**config.mk**
```make
export PLATFORM = sky130hd
export DESIGN_NAME = can_abt_seq
export DESIGN_NICKNAME = d
export VERILOG_FILES = /design/src/rtl/abt_pkg.sv /design/src/rtl/abt_gap_timer.sv /design/src/rtl/abt_fault_mon.sv /design/src/rtl/can_abt_seq.sv
export SDC_FILE = /design/constraint.sdc
export NUM_CORES = 1
export LEC_CHECK = 0
export ABC_AREA = 1
export CAP_MARGIN = 20
export CORE_ASPECT_RATIO = 0.7
export CORE_MARGIN = 1.5
export CORE_UTILIZATION = 35
export DETAILED_ROUTE_END_ITERATION = 10
export PLACE_DENSITY_LB_ADDON = 0.1
export SLEW_MARGIN = 10
export SYNTH_ARGS = -nofsm -noshare
export SYNTH_HDL_FRONTEND = slang
export SYNTH_HIERARCHICAL = 1
export SYNTH_SLANG_ARGS = --single-unit
```
**constraint.sdc**
```tcl
create_clock -name clk -period 1.85 [get_ports clk]
set_input_delay 0.37 -clock clk [delete_from_list [all_inputs] [get_ports clk]]
set_output_delay 0.37 -clock clk [all_outputs]
set_load 0.02 [all_outputs]
```
**src/rtl/abt_pkg.sv**
```systemverilog
package abt_pkg;
    typedef enum logic [2:0] {
        ST_IDLE,
        ST_REQUEST,
        ST_WAIT_CMPL,
        ST_DELAY,
        ST_CLEARING
    } abt_state_e;
endpackage

```
**src/rtl/abt_gap_timer.sv**
```systemverilog
module abt_gap_timer #(
    parameter int W = 8
) (
    input  logic         clk,
    input  logic         rst_n,
    input  logic         load,
    input  logic [W-1:0] load_val,
    input  logic         tick,
    output logic         expire
);
    logic [W-1:0] cnt;

    always_ff @(posedge clk or negedge rst_n) begin
        if (!rst_n) begin
            cnt <= '0;
        end else if (load) begin
            cnt <= load_val;
        end else if (tick && cnt != '0) begin
            cnt <= cnt - 1'b1;
        end
    end

    // final tick of a non-zero count
    assign expire = tick && (cnt == W'(1));
endmodule

```
**src/rtl/abt_fault_mon.sv**
```systemverilog
module abt_fault_mon #(
    parameter int NBUF = 8
) (
    input  logic            clk,
    input  logic            rst_n,
    input  logic            running,
    input  logic            init_mode,
    input  logic            trig_set,
    input  logic            rewind_req,
    input  logic [NBUF-1:0] sw_req_set,
    input  logic [NBUF-1:0] rdy,
    output logic            err_clr_run,
    output logic            err_trig_init,
    output logic            err_sw_req,
    output logic            err_rdy_drop
);
    logic [NBUF-1:0] rdy_q;

    always_ff @(posedge clk or negedge rst_n) begin
        if (!rst_n) begin
            rdy_q         <= '0;
            err_clr_run   <= 1'b0;
            err_trig_init <= 1'b0;
            err_sw_req    <= 1'b0;
            err_rdy_drop  <= 1'b0;
        end else begin
            rdy_q         <= rdy;
            err_clr_run   <= running && rewind_req;
            err_trig_init <= !running && init_mode && trig_set;
            err_sw_req    <= running && (sw_req_set != '0);
            err_rdy_drop  <= running && ((rdy_q & ~rdy) != '0);
        end
    end
endmodule

```
**src/rtl/can_abt_seq.sv**
```systemverilog
module can_abt_seq
    import abt_pkg::*;
#(
    parameter int NBUF  = 8,
    parameter int GAP_W = 8,
    parameter int PTR_W = $clog2(NBUF)
) (
    input  logic             clk,
    input  logic             rst_n,
    input  logic             init_mode,
    input  logic             trig_set,
    input  logic             rewind_req,
    input  logic [GAP_W-1:0] gap_cfg,
    input  logic             tick,
    input  logic [NBUF-1:0]  rdy,
    input  logic [NBUF-1:0]  sw_req_set,
    input  logic             tx_done,
    output logic [NBUF-1:0]  tx_req,
    output logic             run_flag,
    output logic             rewind_busy,
    output logic [PTR_W-1:0] pos,
    output logic             blk_done,
    output logic             err_clr_run,
    output logic             err_trig_init,
    output logic             err_sw_req,
    output logic             err_rdy_drop
);
    localparam logic [PTR_W-1:0] LAST = PTR_W'(NBUF - 1);

    abt_state_e       state, nxt;
    logic [PTR_W-1:0] ptr_r, ptr_nxt;
    logic             done_q, done_nxt;
    logic             gap_load, gap_expire;
    logic             running;

    abt_gap_timer #(.W(GAP_W)) u_gap (
        .clk      (clk),
        .rst_n    (rst_n),
        .load     (gap_load),
        .load_val (gap_cfg),
        .tick     (tick),
        .expire   (gap_expire)
    );

    abt_fault_mon #(.NBUF(NBUF)) u_fault (
        .clk           (clk),
        .rst_n         (rst_n),
        .running       (running),
        .init_mode     (init_mode),
        .trig_set      (trig_set),
        .rewind_req    (rewind_req),
        .sw_req_set    (sw_req_set),
        .rdy           (rdy),
        .err_clr_run   (err_clr_run),
        .err_trig_init (err_trig_init),
        .err_sw_req    (err_sw_req),
        .err_rdy_drop  (err_rdy_drop)
    );

    // state register
    always_ff @(posedge clk or negedge rst_n) begin
        if (!rst_n) begin
            state  <= ST_IDLE;
            ptr_r  <= '0;
            done_q <= 1'b0;
        end else begin
            state  <= nxt;
            ptr_r  <= ptr_nxt;
            done_q <= done_nxt;
        end
    end

    // transitions
    always_comb begin
        nxt      = state;
        ptr_nxt  = ptr_r;
        done_nxt = 1'b0;
        gap_load = 1'b0;
        unique case (state)
            ST_IDLE: begin
                if (rewind_req)                   nxt = ST_CLEARING;  // rewind
                else if (trig_set && !init_mode)  nxt = ST_REQUEST;   // start
            end
            ST_REQUEST: begin
                nxt = rdy[ptr_r] ? ST_WAIT_CMPL : ST_IDLE;            // issue / stall
            end
            ST_WAIT_CMPL: begin
                if (tx_done) begin
                    if (ptr_r == LAST) begin                          // finish
                        nxt      = ST_IDLE;
                        ptr_nxt  = '0;
                        done_nxt = 1'b1;
                    end else begin                                    // advance
                        ptr_nxt = ptr_r + 1'b1;
                        if (gap_cfg == '0) begin
                            nxt = ST_REQUEST;
                        end else begin
                            nxt      = ST_DELAY;
                            gap_load = 1'b1;
                        end
                    end
                end
            end
            ST_DELAY: begin
                if (gap_expire) nxt = ST_REQUEST;                     // expire
            end
            ST_CLEARING: begin
                nxt     = ST_IDLE;                                    // rewound
                ptr_nxt = '0;
            end
            default: nxt = ST_IDLE;
        endcase
    end

    // outputs
    always_comb begin
        running     = (state == ST_REQUEST) || (state == ST_WAIT_CMPL) ||
                      (state == ST_DELAY);
        rewind_busy = (state == ST_CLEARING);
        run_flag    = running;
        pos         = ptr_r;
        blk_done    = done_q;
        tx_req      = '0;
        if (state == ST_WAIT_CMPL) tx_req = NBUF'(1) << ptr_r;
        if (!running)              tx_req = sw_req_set;
    end
endmodule

```
# --- Yosys cells after proc, flatten, opt, wreduce, memory -nomap -nowiden ---
# Cells that the tools add are included.
classes:
  shift: 1
  add_sub_neg: 2
  reduce_logical: 21
  muxes: 24
  bitwise: 2
  order_cmp: 1
  n_eq_ne: 9
op_table:
  columns: ["operator", "count"]
  rows:
  - ["8-bit 2-to-1 mux", 4]
  - ["8-bit nonzero test", 3]
  - ["3-bit 2-to-1 mux", 6]
  - ["3-bit one-hot mux with 4 select lines", 1]
  - ["8-bit bitwise AND", 1]
  - ["8-bit by 1-bit == test with 1-bit output (second input constant)", 1]
  - ["1-bit logical AND", 8]
  - ["8-bit zero test", 1]
  - ["1-bit 2-to-1 mux", 8]
  - ["8-bit inverter", 1]
  - ["1-bit by 3-bit left shift with 8-bit output (first input constant)", 1]
  - ["8-bit by 1-bit subtractor with 8-bit output (second input constant)", 1]
  - ["3-bit by 2-bit == test with 1-bit output (second input constant)", 2]
  - ["3-bit == test (second input constant)", 2]
  - ["2-bit 2-to-1 mux", 3]
  - ["3-bit one-hot mux with 2 select lines", 1]
  - ["3-bit by 4-bit less-than comparator with 1-bit output (second input constant)", 1]
  - ["2-bit inequality test (second input constant)", 2]
  - ["2-bit nonzero test", 2]
  - ["3-bit by 1-bit adder with 3-bit output (second input constant)", 1]
  - ["1-bit binary-select mux with 3-bit select", 1]
  - ["3-bit by 1-bit == test with 1-bit output (second input constant)", 1]
  - ["3-bit zero test", 1]
  - ["3-bit inequality test (second input constant)", 1]
  - ["4 further kinds", 6]
totals:
  wordCells: 69
  ff_bits: 27
  output_inout_bits: 18
  input_bits: 31

# --- Depth between registers and ports, before layout ---
# Gate-level depths: netlist of the first run.
logic_depth:
  word_depth: 6
  ltp_mapped: 11

# --- By module ---
# Netlist of the first run, hierarchy kept.
modules_own_cells:
  columns: ["module", "n_inst", "area_each_um2", "cells_each"]
  rows:
  - ["can_abt_seq", 1, 681.9, 102]
  - ["abt_gap_timer", 1, 634.4, 90]
  - ["abt_fault_mon", 1, 434.2, 46]

# --- Least setup slack after synthesis of the first run ---
# No wires, ideal clock.
synth_path:
  kind: "reg-to-reg"
  startpoint: "register ptr_r[0], in the netlist pos[0]"
  endpoint: "register u_gap.cnt[1]"
  arrival_ns: 1.778
  stages_incl_launch_ff: 10
  setup_slack_ns: -0.047
  n_path_buf: 1
  setup_ns: 0.120
  path_cell_list: "dfrtp_1 -> ha_1 -> ha_1 -> inv_1 -> nand3_1 -> nor2_1 -> dlymetal6s2s_1 -> o21ai_0 -> nand2_1 -> o21ai_2"
synth_via:
  elab_chain_len: 5
  elab_cells_between_ends: 6
  classes_between: "eq/ne (1); mux (4); reduce/logical (1)"
synth_lines:
  columns: ["item", "line", "text"]
  rows:
  - ["start: declaration", "can_abt_seq.sv:31", "logic [PTR_W-1:0] ptr_r, ptr_nxt;"]
  - ["start signal: assignment", "can_abt_seq.sv:68", "ptr_r <= ptr_nxt;"]
  - ["3-bit == test (*)", "can_abt_seq.sv:89", "if (ptr_r == LAST) begin"]
  - ["1-bit 2-to-1 mux (*)", "can_abt_seq.sv:89", null]
  - ["1-bit 2-to-1 mux (*)", "can_abt_seq.sv:88", "if (tx_done) begin"]
  - ["1-bit 2-to-1 mux (*)", "can_abt_seq.sv:79", "unique case (state)"]
  - ["via gap_load", "can_abt_seq.sv:33", "logic gap_load, gap_expire;"]
  - ["8-bit 2-to-1 mux / 2-bit nonzero test (equally long branches)", null, null]
  - ["end signal: assignment", "abt_gap_timer.sv:17", "cnt <= load_val;"]
  - ["end signal: assignment", "abt_gap_timer.sv:19", "cnt <= cnt - 1'b1;"]
  - ["end: declaration", "abt_gap_timer.sv:11", "logic [W-1:0] cnt;"]
# Mark *: on every way through the listed nets, which the timed path passes. The rest lies on a longest branch.
# A chain may end at the register's enable or synchronous reset.

# --- Worst setup path in the final report of the first run ---
layout_path:
  startpoint: "register state[1]"
  endpoint: "output port tx_req[5]"
layout_via:
  elab_chain_len: 4
  elab_cells_between_ends: 7
  classes_between: "eq/ne (3); mux (2); reduce/logical (2)"
layout_lines:
  columns: ["item", "line", "text"]
  rows:
  - ["start: declaration", "can_abt_seq.sv:30", "abt_state_e state, nxt;"]
  - ["start signal: assignment", "can_abt_seq.sv:67", "state <= nxt;"]
  - ["3-bit by 1-bit == test with 1-bit output / 3-bit by 2-bit == test with 1-bit output (equally long branches)", "can_abt_seq.sv:117, can_abt_seq.sv:124", null]
  - ["1-bit logical OR (2 in a row)", "can_abt_seq.sv:117", "running = (state == ST_REQUEST) || (state == ST_WAIT_CMPL) ||"]
  - ["8-bit 2-to-1 mux (*)", "can_abt_seq.sv:125", "if (!running) tx_req = sw_req_set;"]
  - ["end: declaration", "can_abt_seq.sv:18", "output logic [NBUF-1:0] tx_req,"]
# Mark *: on every way between the ends. The rest lies on a longest branch, timed or not.

==> results of run 1 <==
-- logic make-up (layout without fill, tap and decap cells) --
| group | Yosys count | after routing |
|---|---|---|
| buffers and inverters | 40 | 120 |
| XOR/XNOR | 1 | 1 |
| adder cells (fa/ha/maj) | 10 | 10 |
| AO/OA/AOI/OAI | 32 | 32 |
| flip-flops | 27 | 27 |
| AND/OR/NAND/NOR | 128 | 129 |
-- registers in the layout (all words and copies together) (netlist names) --
signal                 flops
u_fault/err_trig_init      1
pos                        3
u_fault/err_sw_req         1
u_fault/err_clr_run        1
state                      3
u_fault/rdy_q              8
u_gap/cnt                  8
u_fault/err_rdy_drop       1
blk_done                   1
-- worst reg2reg max path, delay by kind of cell (launching register included) --
family | cells | cell delay (ns)
AND/OR/NAND/NOR | 5 | 0.64
flip-flops | 1 | 0.43
buffers and inverters | 4 | 0.39
AO/OA/AOI/OAI | 2 | 0.14
-- where the power goes --
group | internal (W) | switching (W) | leakage [nW] | total (W)
registers | 0.000776 | 0.000173 | 0.331 | 0.000949
clock network | 0.000154 | 0.000208 | 0.0217 | 0.000362
logic | 0.000999 | 0.00131 | 0.984 | 0.00231
total | 0.00193 | 0.00169 | 1.34 | 0.00362
-- cells in the mapped netlist --
cell type       number
o21ai_4              1
nor2_1              22
o21ai_1              1
a21oi_2              1
nand3b_1             1
o211ai_1             1
o22ai_1              1
dlymetal6s2s_1       1
nor3_1               3
nor2_2               3
nand2_4              2
nand4_1              3
o21ai_0             15
o21ai_2              5
nand2_1             69
and2_1               1
inv_1               35
a21oi_1              1
ha_1                10
buf_4                1
dfrtp_1             27
xnor2_1              1
clkbuf_1             1
o31ai_1              6
or2_1                1
inv_2                1
nand3_1             22
buf_6                1
nor2_4               1
-- stage by stage --
step           instances  instance area [um^2]  power, W  hold slack [ns]  setup TNS, ns
2_1_floorplan        238                  1750   0.00223           0.0744              0
3_3_place_gp         380                  2500   0.00318            0.579          -1.45
3_5_place_dp         380                  2500   0.00319            0.583          -1.76
4_1_cts              384                  2530   0.00348            0.466              0
5_1_grt              388                  2610   0.00395            0.490         -0.343
6_report             388                  2610   0.00362            0.450              0
-- area by class of cell --
cell class                 count  area share [%]
clock buffer                   3            1.59
multi-input combinational    172            37.1
inverter                      36            5.19
timing repair buffer          80            26.5
clock inverter                 1           0.288
tap                           69            3.31
sequential                    27            26.1
-- metal layers --
layer	global-route usage [%]	vias up
li1	-	921
met1	31.2	797
met2	24.2	39
met3	3.99	5
met4	3.57	0
met5	0	-
-- path summary, 6_finish.rpt --
| path | endpoint | depth (start not counted) | slack (ns) | from |
|---|---|---|---|---|
| max | tx_req[5] | 5 | 0.006 | state[1] |
| min | u_gap/cnt[0] | 2 | 0.45 | rst_n |
| max reg2reg | u_gap/cnt[1] | 11 | 0.14 | state[1] |
| min reg2reg | u_gap/cnt[6] | 2 | 0.61 | u_gap/cnt[6] |
| max in group asynchronous | pos[0] | 2 | 1.12 | rst_n |
| min in group clk | u_fault/rdy_q[3] | 1 | 0.58 | rdy[3] |
-- what timing repair did --
item                       CTS  global route
resized for setup           50            20
gates cloned                 0             1
buffers inserted             0             3
setup endpoints to repair   17            18
pin swaps                    0             2
==> impl.org, run 1 <==
** Synth
- The synthesized design devotes to its leading area cell type about 39% of total area.
- Ys Warns :: 6
- The mapped netlist covers approximately 1800 um^2.
- After synthesis, the largest family of logic cells by area is simple AND/OR/NAND/NOR gates.
- After technology mapping, the gate count stands at 238.
- Flip-flop and latch count after synthesis :: 27
- Summed over all instances, the cell type with the most area after synthesis is dfrtp_1.
- The netlist uses 29 different library cells.
- After Yosys synthesis, and, or, nand and nor cells account for between 30% and 40% of the synthesized area.
- Leading cell types by total area after synthesis :: dfrtp_1 (39%), nand2_1 (15%), inv_1 (7.5%)
- Synth Net Count :: between 200 and 300
- The average instance in the mapped netlist occupies roughly 7.4 um^2.
- After synthesis, the share of cell area in mux cells is 0%.
- Xor-xnor portion of the synthesized cell area :: 0.500%
- Compound-cell area share of the yosys netlist :: between 10% and 20%
- After synthesis, flip-flops and latches occupy 38.6% of the total area.
- After Yosys synthesis, full adders, half adders and majority gates account for 7.15% of the synthesized area.

** Cells and area
- Area of the multi-input gates :: 966 um^2
- Synthesis-to-finish area growth :: 48.8%
- Final standard cell utilization of the core :: about 54%
- Fraction of final layout cells sized beyond drive strength 1 :: approximately a quarter
- The filler cells instantiated in the layout total ~470.
- Number of nets in the final layout :: between 300 and 400
- Leaving out fill and tap cells, the most frequent cells in the layout are nand2_1 (68), clkdlybuf4s50_1 (35), buf_4 (34).
- The sequential cells in the finished layout cover a total of around 680 um^2.
- The library cell used most frequently in the layout, excluding fill and tap cells, is nand2_1.
- The number of antenna diodes in the final layout is 0.

** Power
- Total power density per cell area :: between 1000 and 1500 nW/um^2
- Leakage :: around 1.3 nW
- Peak VDD IR :: 594 uV

** Worst setup path
- On the worst path, the slowest cell contributes a delay of between 0.4 and 0.5 ns.
- Cell breakdown of the critical path :: inv_2 > nor2_4 > nand2_4 > o31ai_1 > buf_2
- Type of origin of the critical path :: register
- The worst setup path is of the register to primary output kind.
- Crit end category :: primary output
- Sum of buffers and inverters on the critical path :: 2
- Data arrival at the endpoint of the critical path :: 1.47 ns
- The cell family contributing the most delay on the critical path is flip-flops.
- Worst path required time :: 1.48 ns
- Of all nets on the critical path, the largest fanout is 5.
- Critical-path cell with the highest stage delay :: dfrtp_1

** STA
- Worst setup margin :: between 0.005 and 0.006 ns
- Final min period :: roughly 1.8 ns
- Least-Margin Pin Slew :: 0.357 ns
- Setup repair after global routing could not meet its margin everywhere.
- Max-slew headroom at the worst pin :: 76.2%
- Setup-violating endpoint count in the final report :: 0
- The clock arrives with between 0.006 and 0.007 ns of skew.
- Share of the clock period used by the worst path after layout :: 99.7%
- For this run, the top clock speed supported by timing is ~540 MHz.
- Number of pins with negative max-slew slack in the final report :: 0
- Final hold viol count :: 0

** Routing
- Final ANT Viol Nets :: 0
- After detailed routing, the met3 layer carries 254 um of wire.
- Met2 routed wirelength :: around 1.9 mm
- Summed over all layers, the routed wires come to ~4.8 mm.
- Routed metal-1 wirelength :: 2.65 mm
- Vias per Instance :: around 4.5
- Routed length per placed instance :: ~12 um
- Routed signal wires occupy layers up through met4.
- In the routed design, unresolved DRC markers number 0.
- Number of detailed-routing iterations run before antenna repair :: 4
- For this block, the via count after detailed routing is 1762.
- After the first detailed-routing iteration, the DRC count stood at 60.

** Clock network
- Clock latency on the worst-skew pair :: slightly below 0.3 ns
- CTS placed an instance of clkbuf_8 at the clock tree root.
- Clock tree from TritonCTS :: done
- Post-CTS clock slew at the launch and capture registers of the worst setup and hold paths :: about 0.1 ns
- CTS H-tree lvls :: 1
- Hold_buf cts :: 0
- Total number of clock tree sinks :: 27
- No sink is reached through more buffers than the 2 on the longest clock path.
- CTS Buf Count :: 3

** Floorplan
- The die is 62.2 um tall.
- Core Region :: between 4000 and 5000 um^2
- Die Footprint :: between 5000 and 6000 um^2
- From left edge to right edge, the die measures slightly below 90 um.
- Once the floorplan was initialized, standard cells occupied 36.4% of the core.
- Cell row count :: 21
- Top-level I/O count :: 49

** Hold path
- Path class of the lowest-slack min-delay path :: primary input to asynchronous set/reset pin

** Global routing
- The first global-routing pass estimated 7.91 mm of wire.
- Total global routing overflow :: 0
- Entering global routing, the biggest net connects 28 pins.
- All-layer global routing usage :: a little under a fifth
- The number of global-route vias before repair is about 1.6k.
- The number of antenna violations at the first check in global routing is 0.

** Placement
- Port buffering added between 40 and 50 buffers.
- At the end of routability-driven placement, the weighted congestion stood at ~0.84.
- The HPWL after detailed placement is roughly 3.8 mm.
- Post-place setup slack :: -0.189 ns

** Job
- Across the run, the number of max-cap violations was 0.

** Outcome
- Outcome :: complete, no violations
Note: power is estimated with default switching activity, not from simulation.
==> inputs of run 2 (changes only) <==
- ABC_AREA: 1 -> default
- DONT_BUFFER_PORTS: default -> 1
==> run 2 against run 1 <==
Effect of this change: die area shrank 1.2%; the run now ends with negative setup slack left; sequential power is 9% higher; non-clock buffer count is 45 lower; wire length shrank 0.93%.
==> impl.org, run 2 <==
** Synth
- Compound-cell area share of the yosys netlist :: between 20% and 30%
- The cell count after synthesis came out at ~190.
- Most instantiated library cell after synthesis :: dfrtp_1
- Of the total synthesized cell area, the portion taken by full adders, half adders and majority gates is under 10%.
- Flip-flop and latch count after synthesis :: 27
- After synthesis, the share of cell area in mux cells is 2.97%.
- Synth Net Count :: 232
- A synthesized cell averages 9.05 um^2.
- In the synthesized netlist, the cells that appear most often are dfrtp_1 (27), nand2_1 (17), inv_1 (15).
- Cell taking the most area after synthesis :: dfrtp_1
- After synthesis, the netlist uses 50 different library cells.
- Synthesized area :: approximately 1700 um^2
- After synthesis, the largest family of logic cells by area is simple AND/OR/NAND/NOR gates.
- Portion of the post-synthesis area used by sequential elements :: between 30% and 40%
- In this run, synthesis inferred 0 flip-flops with an integrated enable.
- The Yosys step of the flow raised 6 warnings.
- Leading cell types by total area after synthesis :: dfrtp_1 (39%), ha_1 (7.2%), nand2_1 (3.7%)
- For this run, asynchronously set or reset flops after synthesis account for between 90% and 100%.
- Most used flip-flop cell after synthesis :: dfrtp_1
- Proportion of netlist area held by the largest area contributor :: about 39%
- Xor-xnor portion of the synthesized cell area :: 0%
- The synthesized netlist devotes between 20% and 30% of its cell area to simple gates.

** STA
- Highest clock rate :: ~480 MHz
- At the pin with the least slew margin, the transition time is around 0.44 ns.
- Unrepaired setup endpoints after global routing :: yes
- Final Skew :: approximately 0.0023 ns
- Setup violations remaining at the end of the flow were counted as 16.
- The number of hold violations in the final report came to 0.
- Worst setup margin :: -0.217 ns
- Hold slack final :: 0.116 ns
- The worst pin sits at a relative slew slack of between 70% and 80%.
- Subtracting the final worst setup slack from the clock period gives about 2.1 ns.
- The number of slew-limit violations in the final report is 0.
- Dividing the final minimum period by the clock period gives 112%.

** Routing
- The detailed router finished its first iteration with 86 violations.
- Vias per Instance :: between 5 and 6
- Routed metal-1 wirelength :: around 2.4 mm
- Total Wirelength :: approximately 4.8 mm
- The routed layout has roughly 1.6k vias.
- Routed length per placed instance :: ~16 um
- Met2 routed wirelength :: between 2 and 2.5 mm
- The count of nets left with antenna violations once routing finished came out at 0.
- For this run, design rule violations remaining after detail routing come to 0.
- Met3 routed WL :: 310 um
- In this run the top signal layer used is met4.
- Number of detailed-routing iterations run before antenna repair :: 4

** Clock network
- CTS built an H-tree with a depth of 1.
- Clock tree from TritonCTS :: done
- CTS Buf Count :: 3
- Clock-pin slew was measured on the worst setup and hold paths at 0.09 ns.
- Worst-case clock buffer depth :: 2
- Clock root cell :: clkbuf_8
- The tree built by TritonCTS fans out to 27 sinks.
- Clock latency on the worst-skew pair :: 0.27 ns

** Worst setup path
- Traced cell by cell, the critical path runs through ha_4 > ha_4 > or4b_4 > a21oi_2 > and2_4 > buf_4 > nor3_1 > nand4_1 > nand3_1.
- The worst setup path is captured at a register.
- Among cell families on the critical path, the largest total delay comes from simple AND/OR/NAND/NOR gates.
- Counting both buffers and inverters, the worst setup path holds a total of 1.
- Along the worst path, the maximum fanout reaches 7.
- Measured in cells, the most critical reg-to-reg path has a length of 9.
- Reg2reg start :: pos[0]
- The most numerous cell type found on the critical path is ha_4.
- Critical path type :: register to register
- In this run the critical register-to-register path is captured at u_gap/cnt[7].
- Type of origin of the critical path :: register
- For the worst setup path, the data arrival time is ~2.2 ns.
- In this design, the stage delay of the slowest critical-path cell is about 0.48 ns.
- STA puts the critical path data required time at ~2 ns.
- Critical-path cell with the highest stage delay :: or4b_4
- Reg2reg setup slack :: -0.22 ns
- Beginning of the critical path :: pos[0]

** Power
- Internal Power :: ~0.0021 W
- Switching share of power :: 44.8%
- For this design the total switching power over the nets is approximately 0.0017 W.
- Leakage :: 0.951 nW
- Total power of the final layout :: about 0.0038 W
- The worst-case IR drop observed on VDD is 679 uV.
- Per report_power, the combinational group accounts for a little under two thirds of the total.
- The share of total power dissipated in sequential elements is 27.3%.
- Power spread over the standard cell area amounts to between 1500 and 2000 nW/um^2.
- Part of the power in the clock network :: 8.9%

** Cells and area
- Synthesis-to-finish area growth :: 35.0%
- Fraction of final layout cells sized beyond drive strength 1 :: 31.5%
- At the end of the flow, the number of nets in the layout was ~260.
- In the layout the commonest cells are buf_4 (26), dfrtp_1 (25), nand2_1 (17).
- Once layout is complete, the utilization of the core stands at 49.0%.
- Leaving out fill and tap cells, the most frequent cell in the layout is buf_4.
- Diodes inserted :: 0
- Registers with the highest flip-flop counts :: u_fault/rdy_q x8, u_gap/cnt x8

** Global routing
- Entering global routing, the biggest net connects 28 pins.
- Antenna violations before repair :: 0
- All-layer global routing usage :: 17.4%
- The first global-routing pass estimated between 7 and 8 mm of wire.
- Global routing finished with a remaining overflow of 0.
- Via count of the first global-routing pass :: 1473

** Placement
- Count of buffers inserted at the top-level ports :: 0
- Weighted congestion at the end of routability-driven global placement :: approximately 0.83
- After legalization and detailed placement, the total HPWL measured about 3.5 mm.

** Outcome
- Outcome :: finished with violations
- The checks that failed: negative setup slack.

** Hold path
- End point of the most critical hold path :: u_fault/rdy_q[7]
- Worst hold path startpoint :: rdy[7]
- Path class of the lowest-slack min-delay path :: primary input to register
- The worst hold path passes through 0 cells.

** Floorplan
- Once the floorplan was initialized, standard cells occupied a little over a third of the core.
- The region available for standard cell placement spans approximately 4800 um^2.
- Top-level I/O count :: just under 50
- Die Footprint :: ~5400 um^2
- Cell row count :: 21
- Vert. Die Dim :: 61.8 um
- From left edge to right edge, the die measures roughly 87 um.

** Job
- The tool flagged a number of max-cap violations equal to 0.
## run 2: layout make-up
cell class	instances	area (um^2)
Fill cell	450	2420
Multi-Input combinational cell	138	1100
Tap cell	69	86.3
Sequential cell	27	678
Clock inverter	1	5.00
Timing Repair Buffer	35	333
Clock buffer	3	41.3
Inverter	18	90.1
## run 2: logic make-up after synthesis
| group | count (synthesis) |
|---|---|
| buf+inv | 26 |
| simple gates | 68 |
| fa+ha+maj | 10 |
| compound gates | 55 |
| flops | 27 |
| mux | 5 |
## run 2: metrics by stage
| step | setup TNS, ns | instance area, um^2 | std cells | worst slack [ns] |
|---|---|---|---|---|
| 2_1_floorplan | -1.22 | 1770 | 191 | -0.256 |
| 3_3_place_gp | -0.806 | 2020 | 280 | -0.158 |
| 3_5_place_dp | -1.32 | 2020 | 280 | -0.235 |
| 4_1_cts | -2.37 | 2310 | 293 | -0.199 |
| 5_1_grt | -3.16 | 2330 | 291 | -0.279 |
| 6_report | -1.96 | 2330 | 291 | -0.217 |
## run 2: metal layers
| layer | GRT usage, % | vias to the layer above |
|---|---|---|
| met2 | 25.7 | 46 |
| met4 | 1.84 | 0 |
| li1 | - | 770 |
| met1 | 26.1 | 760 |
| met3 | 5.02 | 2 |
| met5 | 0 | - |
## run 2: worst max path at each step
stage                     slack [ns]  cells after the start           end
after floorplan                -0.26                      9  u_gap/cnt[1]
after global placement         -0.16                      8  u_gap/cnt[0]
after detailed placement       -0.23                      8  u_gap/cnt[0]
after CTS                      -0.20                      8  u_gap/cnt[2]
after global routing           -0.28                      9  u_gap/cnt[7]
final                          -0.22                      9  u_gap/cnt[7]
## run 2: what timing repair did
| item | CTS | global route |
|---|---|---|
| setup endpoints to repair | 16 | 17 |
| hold buffers | 2 | 0 |
| pin swaps | 12 | 9 |
| setup buffers | 6 | 0 |
| endpoints found under the hold margin | 27 | 0 |
| gates cloned | 1 | 0 |
| resized for setup | 42 | 7 |
## run 2: power by group through the flow
stage,combinational [W],clock [W],sequential [W]
6_report,0.00242,0.000338,0.00103
5_1_grt,0.00263,0.000376,0.00107
4_1_cts,0.00238,0.000353,0.00103
3_5_place_dp,0.00190,0,0.00103
3_3_place_gp,0.00186,0,0.00103
2_1_floorplan,0.00122,0,0.00107
